[src/rtl/mrc_pkg.sv]
package mrc_pkg;
  typedef enum logic [1:0] {
    MT_DEFAULT = 2'd0,
    MT_WC      = 2'd1,
    MT_UC      = 2'd2
  } mem_type_e;
endpackage

[src/rtl/mrc_rst_sync.sv]
module mrc_rst_sync (
  input  logic clk,
  input  logic rst_ni,
  output logic rst_no
);
  logic [1:0] stage_q;
  logic [1:0] stage_d;

  always_comb begin
    stage_d = {stage_q[0], 1'b1};
  end

  always_ff @(posedge clk or negedge rst_ni) begin
    if (!rst_ni) stage_q <= 2'b00;
    else         stage_q <= stage_d;
  end

  assign rst_no = stage_q[1];
endmodule

[src/rtl/mrc_cfg_reg.sv]
module mrc_cfg_reg #(
  parameter int REG_W = 64
) (
  input  logic             clk,
  input  logic             rst_ni,
  input  logic             we_i,
  input  logic [REG_W-1:0] wdata_i,
  output logic [REG_W-1:0] word_o
);
  logic [REG_W-1:0] word_q;
  logic [REG_W-1:0] word_d;

  always_comb begin
    word_d = word_q;
    if (we_i) word_d = wdata_i;
  end

  always_ff @(posedge clk or negedge rst_ni) begin
    if (!rst_ni) word_q <= '0;
    else         word_q <= word_d;
  end

  assign word_o = word_q;


  cfg_write_lands_chk: assert property (@(posedge clk) disable iff (!rst_ni)
    we_i |=> (word_o == $past(wdata_i)));


  cfg_hold_chk: assert property (@(posedge clk) disable iff (!rst_ni)
    !we_i |=> $stable(word_o));
endmodule

[src/rtl/mrc_range_match.sv]
module mrc_range_match #(
  parameter int FIELD_W = 15
) (
  input  logic [2*FIELD_W+1:0] half_i,
  input  logic [FIELD_W-1:0]   addr_hi_i,
  output logic                 hit_o,
  output logic                 uc_o
);
  localparam int UC_POS   = 0;
  localparam int WC_POS   = 1;
  localparam int MASK_LSB = 2;
  localparam int BASE_LSB = MASK_LSB + FIELD_W;
  localparam int HALF_W   = BASE_LSB + FIELD_W;

  logic               flag_uc;
  logic               flag_wc;
  logic [FIELD_W-1:0] mask_f;
  logic [FIELD_W-1:0] base_f;
  logic               same;

  always_comb begin
    flag_uc = half_i[UC_POS];
    flag_wc = half_i[WC_POS];
    mask_f  = half_i[BASE_LSB-1:MASK_LSB];
    base_f  = half_i[HALF_W-1:BASE_LSB];
    same    = ((mask_f & base_f) == (mask_f & addr_hi_i));
    hit_o   = same && (flag_uc || flag_wc);
    uc_o    = flag_uc;
  end
endmodule

[src/rtl/mrc_resolve.sv]
module mrc_resolve
  import mrc_pkg::*;
#(
  parameter int NUM_RANGES = 2
) (
  input  logic                  clk,
  input  logic                  rst_ni,
  input  logic                  valid_i,
  input  logic [NUM_RANGES-1:0] hit_i,
  input  logic [NUM_RANGES-1:0] uc_i,
  output logic                  res_valid_o,
  output logic [NUM_RANGES-1:0] res_hit_o,
  output mem_type_e             res_type_o
);
  logic                  valid_q;
  logic [NUM_RANGES-1:0] hit_q;
  logic [NUM_RANGES-1:0] hit_d;
  mem_type_e             type_q;
  mem_type_e             type_d;

  always_comb begin
    hit_d  = hit_q;
    type_d = type_q;
    if (valid_i) begin
      hit_d = hit_i;
      if ((hit_i & uc_i) != '0) type_d = MT_UC;
      else if (hit_i != '0)     type_d = MT_WC;
      else                      type_d = MT_DEFAULT;
    end
  end

  always_ff @(posedge clk or negedge rst_ni) begin
    if (!rst_ni) begin
      valid_q <= 1'b0;
      hit_q   <= '0;
      type_q  <= MT_DEFAULT;
    end else begin
      valid_q <= valid_i;
      hit_q   <= hit_d;
      type_q  <= type_d;
    end
  end

  assign res_valid_o = valid_q;
  assign res_hit_o   = hit_q;
  assign res_type_o  = type_q;


  res_follows_strobe_chk: assert property (@(posedge clk) disable iff (!rst_ni)
    valid_i |=> res_valid_o);


  res_idle_hold_chk: assert property (@(posedge clk) disable iff (!rst_ni)
    !valid_i |=> (!res_valid_o && $stable(res_hit_o) && $stable(res_type_o)));


  uc_priority_chk: assert property (@(posedge clk) disable iff (!rst_ni)
    (valid_i && ((hit_i & uc_i) != '0)) |=> (res_type_o == MT_UC));


  no_hit_default_chk: assert property (@(posedge clk) disable iff (!rst_ni)
    (valid_i && (hit_i == '0)) |=> (res_type_o == MT_DEFAULT));


  type_legal_chk: assert property (@(posedge clk) disable iff (!rst_ni)
    res_type_o != 2'd3);
endmodule

[src/rtl/mem_range_classifier.sv]
module mem_range_classifier
  import mrc_pkg::*;
#(
  parameter int ADDR_W     = 32,
  parameter int FIELD_W    = 15,
  parameter int NUM_RANGES = 2
) (
  input  logic                                  clk,
  input  logic                                  rst_n,
  input  logic                                  cfg_we,
  input  logic [NUM_RANGES*(2*FIELD_W+2)-1:0]   cfg_wdata,
  output logic [NUM_RANGES*(2*FIELD_W+2)-1:0]   cfg_rdata,
  input  logic                                  addr_valid,
  input  logic [ADDR_W-1:0]                     addr,
  output logic                                  res_valid,
  output logic [NUM_RANGES-1:0]                 res_hit,
  output logic [1:0]                            res_type
);
  localparam int HALF_W = 2 * FIELD_W + 2;
  localparam int REG_W  = NUM_RANGES * HALF_W;
  localparam int GRAN_W = ADDR_W - FIELD_W;

  logic                  rst_sync_n;
  logic [REG_W-1:0]      cfg_q;
  logic [NUM_RANGES-1:0] rng_hit;
  logic [NUM_RANGES-1:0] rng_uc;
  logic [FIELD_W-1:0]    addr_hi;
  logic                  unused_low_bits;
  mem_type_e             type_w;

  assign addr_hi         = addr[ADDR_W-1:GRAN_W];
  assign unused_low_bits = ^addr[GRAN_W-1:0];

  mrc_rst_sync u_rst (
    .clk    (clk),
    .rst_ni (rst_n),
    .rst_no (rst_sync_n)
  );

  mrc_cfg_reg #(.REG_W(REG_W)) u_cfg (
    .clk     (clk),
    .rst_ni  (rst_sync_n),
    .we_i    (cfg_we),
    .wdata_i (cfg_wdata),
    .word_o  (cfg_q)
  );

  for (genvar g = 0; g < NUM_RANGES; g++) begin : g_range
    mrc_range_match #(.FIELD_W(FIELD_W)) u_match (
      .half_i    (cfg_q[g*HALF_W +: HALF_W]),
      .addr_hi_i (addr_hi),
      .hit_o     (rng_hit[g]),
      .uc_o      (rng_uc[g])
    );
  end

  mrc_resolve #(.NUM_RANGES(NUM_RANGES)) u_res (
    .clk         (clk),
    .rst_ni      (rst_sync_n),
    .valid_i     (addr_valid),
    .hit_i       (rng_hit),
    .uc_i        (rng_uc),
    .res_valid_o (res_valid),
    .res_hit_o   (res_hit),
    .res_type_o  (type_w)
  );

  assign cfg_rdata = cfg_q;
  assign res_type  = type_w;


  no_flag_no_hit_chk: assert property (@(posedge clk) disable iff (!rst_sync_n)
    (addr_valid && (cfg_q[1:0] == 2'b00)) |=> !res_hit[0]);


  zero_mask_hits_chk: assert property (@(posedge clk) disable iff (!rst_sync_n)
    (addr_valid && (cfg_q[1:0] != 2'b00) && (cfg_q[FIELD_W+1:2] == '0)) |=> res_hit[0]);
endmodule

[config.mk]
export PLATFORM = sky130hd
export DESIGN_NAME = mem_range_classifier
export DESIGN_NICKNAME = d
export VERILOG_FILES = /design/src/rtl/mrc_pkg.sv /design/src/rtl/mrc_rst_sync.sv /design/src/rtl/mrc_cfg_reg.sv /design/src/rtl/mrc_range_match.sv /design/src/rtl/mrc_resolve.sv /design/src/rtl/mem_range_classifier.sv
export SDC_FILE = /design/constraint.sdc
export NUM_CORES = 1
export LEC_CHECK = 0
export ABC_AREA = 0
export ABC_CLOCK_PERIOD_IN_PS = 6210
export CORE_ASPECT_RATIO = 2
export CORE_UTILIZATION = 36
export CTS_BUF_LIST = sky130_fd_sc_hd__clkbuf_4
export DETAILED_ROUTE_END_ITERATION = 8
export PLACE_DENSITY = 0.75
export SYNTH_ARGS = -nofsm -noshare
export SYNTH_HDL_FRONTEND = slang
export SYNTH_SLANG_ARGS = --single-unit
[constraint.sdc]
create_clock -name clk -period 6.21 [get_ports clk]
set_input_delay 0.9315 -clock clk [delete_from_list [all_inputs] [get_ports clk]]
set_output_delay 0.9315 -clock clk [all_outputs]
set_load 0.005 [all_outputs]
# Word level (Yosys, flattened, before mapping)
# Cells that the tools add are included.
[totals]
ff_bits = 71
input_bits = 100
out_inout_bits = 69
elab_cells = 20
[op_classes]
n_eq_ne = 2
mux = 2
bitwise_logic = 5
reduce_logical = 6
[op_table]
columns = ["operator", "count"]
rows = [
  ["$and 15x15->15", 4],
  ["$eq 15x15->1", 2],
  ["$reduce_bool 2->1", 2],
  ["$and 2x2->2", 1],
  ["$logic_and 1x1->1", 2],
  ["$logic_or 1x1->1", 2],
  ["$mux 2", 1],
  ["$mux 1", 1],
]

# Logic depth before layout (Yosys ltp)
[logic_depth]
depth_word = 6
ltp_mapped = 6
ltp_nobuf = 6

# Hierarchy
# From an unflattened synthesis, not the netlist that was laid out.
[hier_totals]
cells_unflattened = 207
area_unflattened_um2 = 3349.5
[modules_own_cells]
columns = ["mod", "instances", "cells_per_inst", "area_per_inst_um2"]
rows = [
  ["mrc_cfg_reg", 1, 135, 2678.8],
  ["mrc_range_match", 2, 28, 216.5],
  ["mrc_resolve", 1, 13, 183.9],
  ["mrc_rst_sync", 1, 3, 53.8],
]

# Least setup slack after synthesis
# OpenSTA, ideal clock, no wires.
[synth_path]
path_type = "input to register"
startpoint = "input addr[30]"
endpoint = "register u_res.type_q[0], in the netlist u_res.res_type_o[0]"
setup_time_ns = 0.121
arrival_time_ns = 1.759
t_required_ns = 6.089
slack_ns = 4.330
stages = 6
cell_sequence = "xor2_1 a22oi_1 nand4_1 nor2_2 a22oi_1 a22o_1"
[synth_via]
elab_chain_len = 6
elab_cells_between_ends = 11
classes_between = "eq/ne (2); mux (2); bitwise (3); reduce/logical (4)"
[synth_rtl]
columns = ["item", "line", "rtl"]
rows = [
  ["from (decl)", "mem_range_classifier.sv:14", "input logic [ADDR_W-1:0] addr,"],
  ["$and 15x15->15", "mrc_range_match.sv:26", "same = ((mask_f & base_f) == (mask_f & addr_hi_i));"],
  ["$eq 15x15->1", "mrc_range_match.sv:26", ""],
  ["$logic_and 1x1->1", "mrc_range_match.sv:27", "hit_o = same && (flag_uc || flag_wc);"],
  ["$reduce_bool 2->1 / $and 2x2->2 (equally long branches)", "mrc_resolve.sv:27, mrc_resolve.sv:26", ""],
  ["$mux 1 / $reduce_bool 2->1 (equally long branches)", "mrc_resolve.sv:27, mrc_resolve.sv:26", ""],
  ["$mux 2 *", "mrc_resolve.sv:26", "if ((hit_i & uc_i) != '0) type_d = MT_UC;"],
  ["to (signal assigned)", "mrc_resolve.sv:40", "type_q <= type_d;"],
  ["to (decl)", "mrc_resolve.sv:18", "mem_type_e type_q;"],
]
# Mark *: on every way between the ends. The rest lies on a longest branch, timed or not.
# A chain may end at the register's enable or synchronous reset.

# Worst setup path after layout
[layout_path]
startpoint = "register u_cfg.word_q[32], in the netlist u_cfg.word_o[32]"
endpoint = "output cfg_rdata[32]"
[layout_lines]
columns = ["item", "line", "rtl"]
rows = [
  ["from (decl)", "mrc_cfg_reg.sv:10", "logic [REG_W-1:0] word_q;"],
  ["from (signal assigned)", "mrc_cfg_reg.sv:20", "else word_q <= word_d;"],
  ["to (decl)", "mem_range_classifier.sv:12", "output logic [NUM_RANGES*(2*FIELD_W+2)-1:0] cfg_rdata,"],
]
# No word-level cell between the ends.

==> results.md <==
* Status: complete, no violations
* Core area at 8230 µm²
* CP Cell Sequence: clkdlybuf4s50_1
* Min Hold Slack at 0.363 ns
* CP max stage delay at about 0.52 ns
* Sw Ratio at 0.257
* Final setup viols at 0
* Chip Width at about 67 µm
* Die area at 8820 µm²
* Fin. max-slew vios at 0
* Sequential power share at 0.499
* Total of max-cap violations at 0
* Crit-path max FO at 4
* Critical path depth in cells at 1
* Worst-margin pin slew at 0.870 ns
* Clk_lat worst skew at approximately 0.42 ns
* Post-CTS Setup Bufs at 0
* Buf/Inv on CP at 1
* Critical Path AT at 1.38 ns
* Crit path required time at 5.28 ns
* Clock buffer depth at 2
* Highest Clock Rate at 0.432 GHz
* Final #Nets at 462
* Final hold vios at 0
* Total leakage power at 1.97 nW
* Setup TNS at 0 ns
* Drt initial violations at 109
* Initial antenna violation count at 1
* WL per Instance at ~18 µm
* Net count after synthesis at roughly 310
* GR Util met2 at 0.382
* Crit end category: primary output
* Power share of the combinational group at 0.238
* Post-DP HPWL at 6420 µm
* Drt first pass iters at 4
* Synthesized flop and latch total at 71
* Critical path's top delay family: buffers and inverters
* Share of cells above drive strength 1 at 0.237
* Cell depth of the worst flop-to-flop path at 6
* Met1 track demand over resource at 0.208
* Max rail drop VDD at 147 µV
* Global route hottest layer: met2
* Slowest CP cell: clkdlybuf4s50_1
* Reg clk slew, reported paths at 0.12 ns
* Internal at slightly above 0.0008 W
* Num rows at between 40 and 50
* Top post-synthesis cells by area: dfrtp_1 (59%), mux2_2 (25%), xor2_1 (8.7%)
* Post-synth cell types at 14
* CTS tree: built
* Grt ovf at 0
* Post-route DRC violation count at 0
* Vias/cell at between 4 and 5
* Placer congestion estimate at 0.767
* DR vias at approximately 2300
* Mapped Cells at between 200 and 250
* CTS Hold Buffers Added at 0
* Clk root buf: clkbuf_4
* Antenna Nets Post-Route at 0
* Syn avg cell area at 14.7 µm²
* Die Y at 132 µm
* RSZ-0062 raised after global routing: no
* Yosys warnings at 0
* Slew HR at 0.420
* Skew final at 0.0155 ns
* Register area share after synthesis at 0.586
* CTS resizes at 0
* NetSw at 0.000280 W
* Startpoint types: flip-flop
* PwrDens at between 200 and 250 nW/µm²
* Vias in the first global route at roughly 2500
* Clock network power share at 0.264
* Clock Sinks at 71
* # IOs at 169
* Mapped Area at 3030 µm²
* Clock period minus worst slack at 2.32 ns
* H-tree levels at 3
* Period utilisation layout at 0.373
* Cell taking the most area after synthesis: dfrtp_1
* Syn-to-layout area delta at 57.0%
* Top-area cell type share of the netlist area at 0.586
* Detailed Route WL at 8370 µm
* Hold Path Class: reg -> reg
* Clock buffer count from CTS at 9
* Critical path class: reg -> out
* Largest net degree at the start of global routing at 70
* Gr usage total at 0.209
* Hold depth at 0
* First-pass GRT wire length at 12900 µm
* Initial Util at 0.368
* Met3 Track Usage GR at 0.0493
* PortBufs at 151
[cells in the mapped netlist]
library cell and n:
inv_1 1, o21a_1 1, conb_1 1, nand4_1 4
xor2_1 30, a21oi_1 3, nor2_2 2, nor2_1 3
mux2_2 66, dfrtp_1 71, buf_4 2, buf_2 7
a22oi_1 15, a22o_1 1
[layout by cell type (no fill, tap or decap)]
cell type,netlist,routed
buf_2,7,1
a22o_1,1,1
bufinv_16,0,1
nand4_1,4,4
nor2_1,3,3
nor2_2,2,2
a21oi_1,3,3
mux2_2,66,66
a22oi_1,15,15
o21a_1,1,1
dfrtp_1,71,70
xor2_1,30,30
clkdlybuf4s50_1,0,150
inv_1,1,1
clkinv_2,0,3
conb_1,1,1
buf_4,2,2
clkinv_1,0,1
diode_2,0,1
dfrtp_2,0,1
clkbuf_4,0,11
[metal layers]
metal  up-vias  wire length (µm)
met4         0               251
met3        18               410
met5         -                 0
met2        91              5040
met1      1142              2660
li1       1051                 -
[cell type report]
cell class / count / area (µm²)
fill: 709 / 3470
sequential: 71 / 1780
timing repair buffer: 153 / 1520
multi-input combinational: 126 / 1200
tap: 98 / 123
clock buffer: 11 / 82.6
clock inverter: 5 / 48.8
inverter: 1 / 3.75
antenna: 1 / 2.50
[cells by family (layout without fill, tap and decap cells)]
kind of cell | count (synthesis) | in the layout | synth area share
compound gates | 20 | 20 | 0.0474
xor+xnor | 30 | 30 | 0.0866
buf+inv | 10 | 170 | 0.0177
flops | 71 | 71 | 0.586
mux | 66 | 66 | 0.245
other cells | 1 | 2 | 0.00124
simple gates | 9 | 9 | 0.0161
[metrics by stage]
step	instances	instance area (µm²)	total power (W)	worst slack (ns)	util
final	466	4760	0.00109	3.89	0.578
after CTS	465	4760	0.00111	3.85	0.578
after detailed placement	449	4630	0.000818	3.51	0.562
after global placement	449	4630	0.000813	3.54	0.562
after floorplan	207	3030	0.000645	4.09	-
after global routing	466	4760	0.00115	3.80	0.578
[state kept, by name, indices dropped and copies added (netlist names)]
signal	count
u_cfg.word_o	64
u_res.res_hit_o	2
u_res.res_type_o	2
u_rst.stage_q	2
u_res.res_valid_o	1
[power groups by stage]
stage | clock network (W) | registers (W) | logic, W
floorplan | 0 | 0.000558 | 0.0000873
global placement | 0 | 0.000551 | 0.000261
detailed placement | 0 | 0.000554 | 0.000264
CTS | 0.000302 | 0.000545 | 0.000265
global route | 0.000323 | 0.000551 | 0.000281
finish | 0.000287 | 0.000544 | 0.000259
[worst paths after layout]
path,start,to,slack (ns)
worst min register to register,u_rst.stage_q[0],u_rst.stage_q[1],0.36
max in group asynchronous,u_rst.stage_q[1],u_cfg.word_o[26],5.15
min in group asynchronous,u_rst.stage_q[1],u_cfg.word_o[34],0.47
worst min-delay path,u_rst.stage_q[0],u_rst.stage_q[1],0.36
worst max register to register,u_cfg.word_o[30],u_res.res_type_o[0],4.60
worst max-delay path,u_cfg.word_o[32],cfg_rdata[32],3.89
Power figures use the tool's default switching activity.
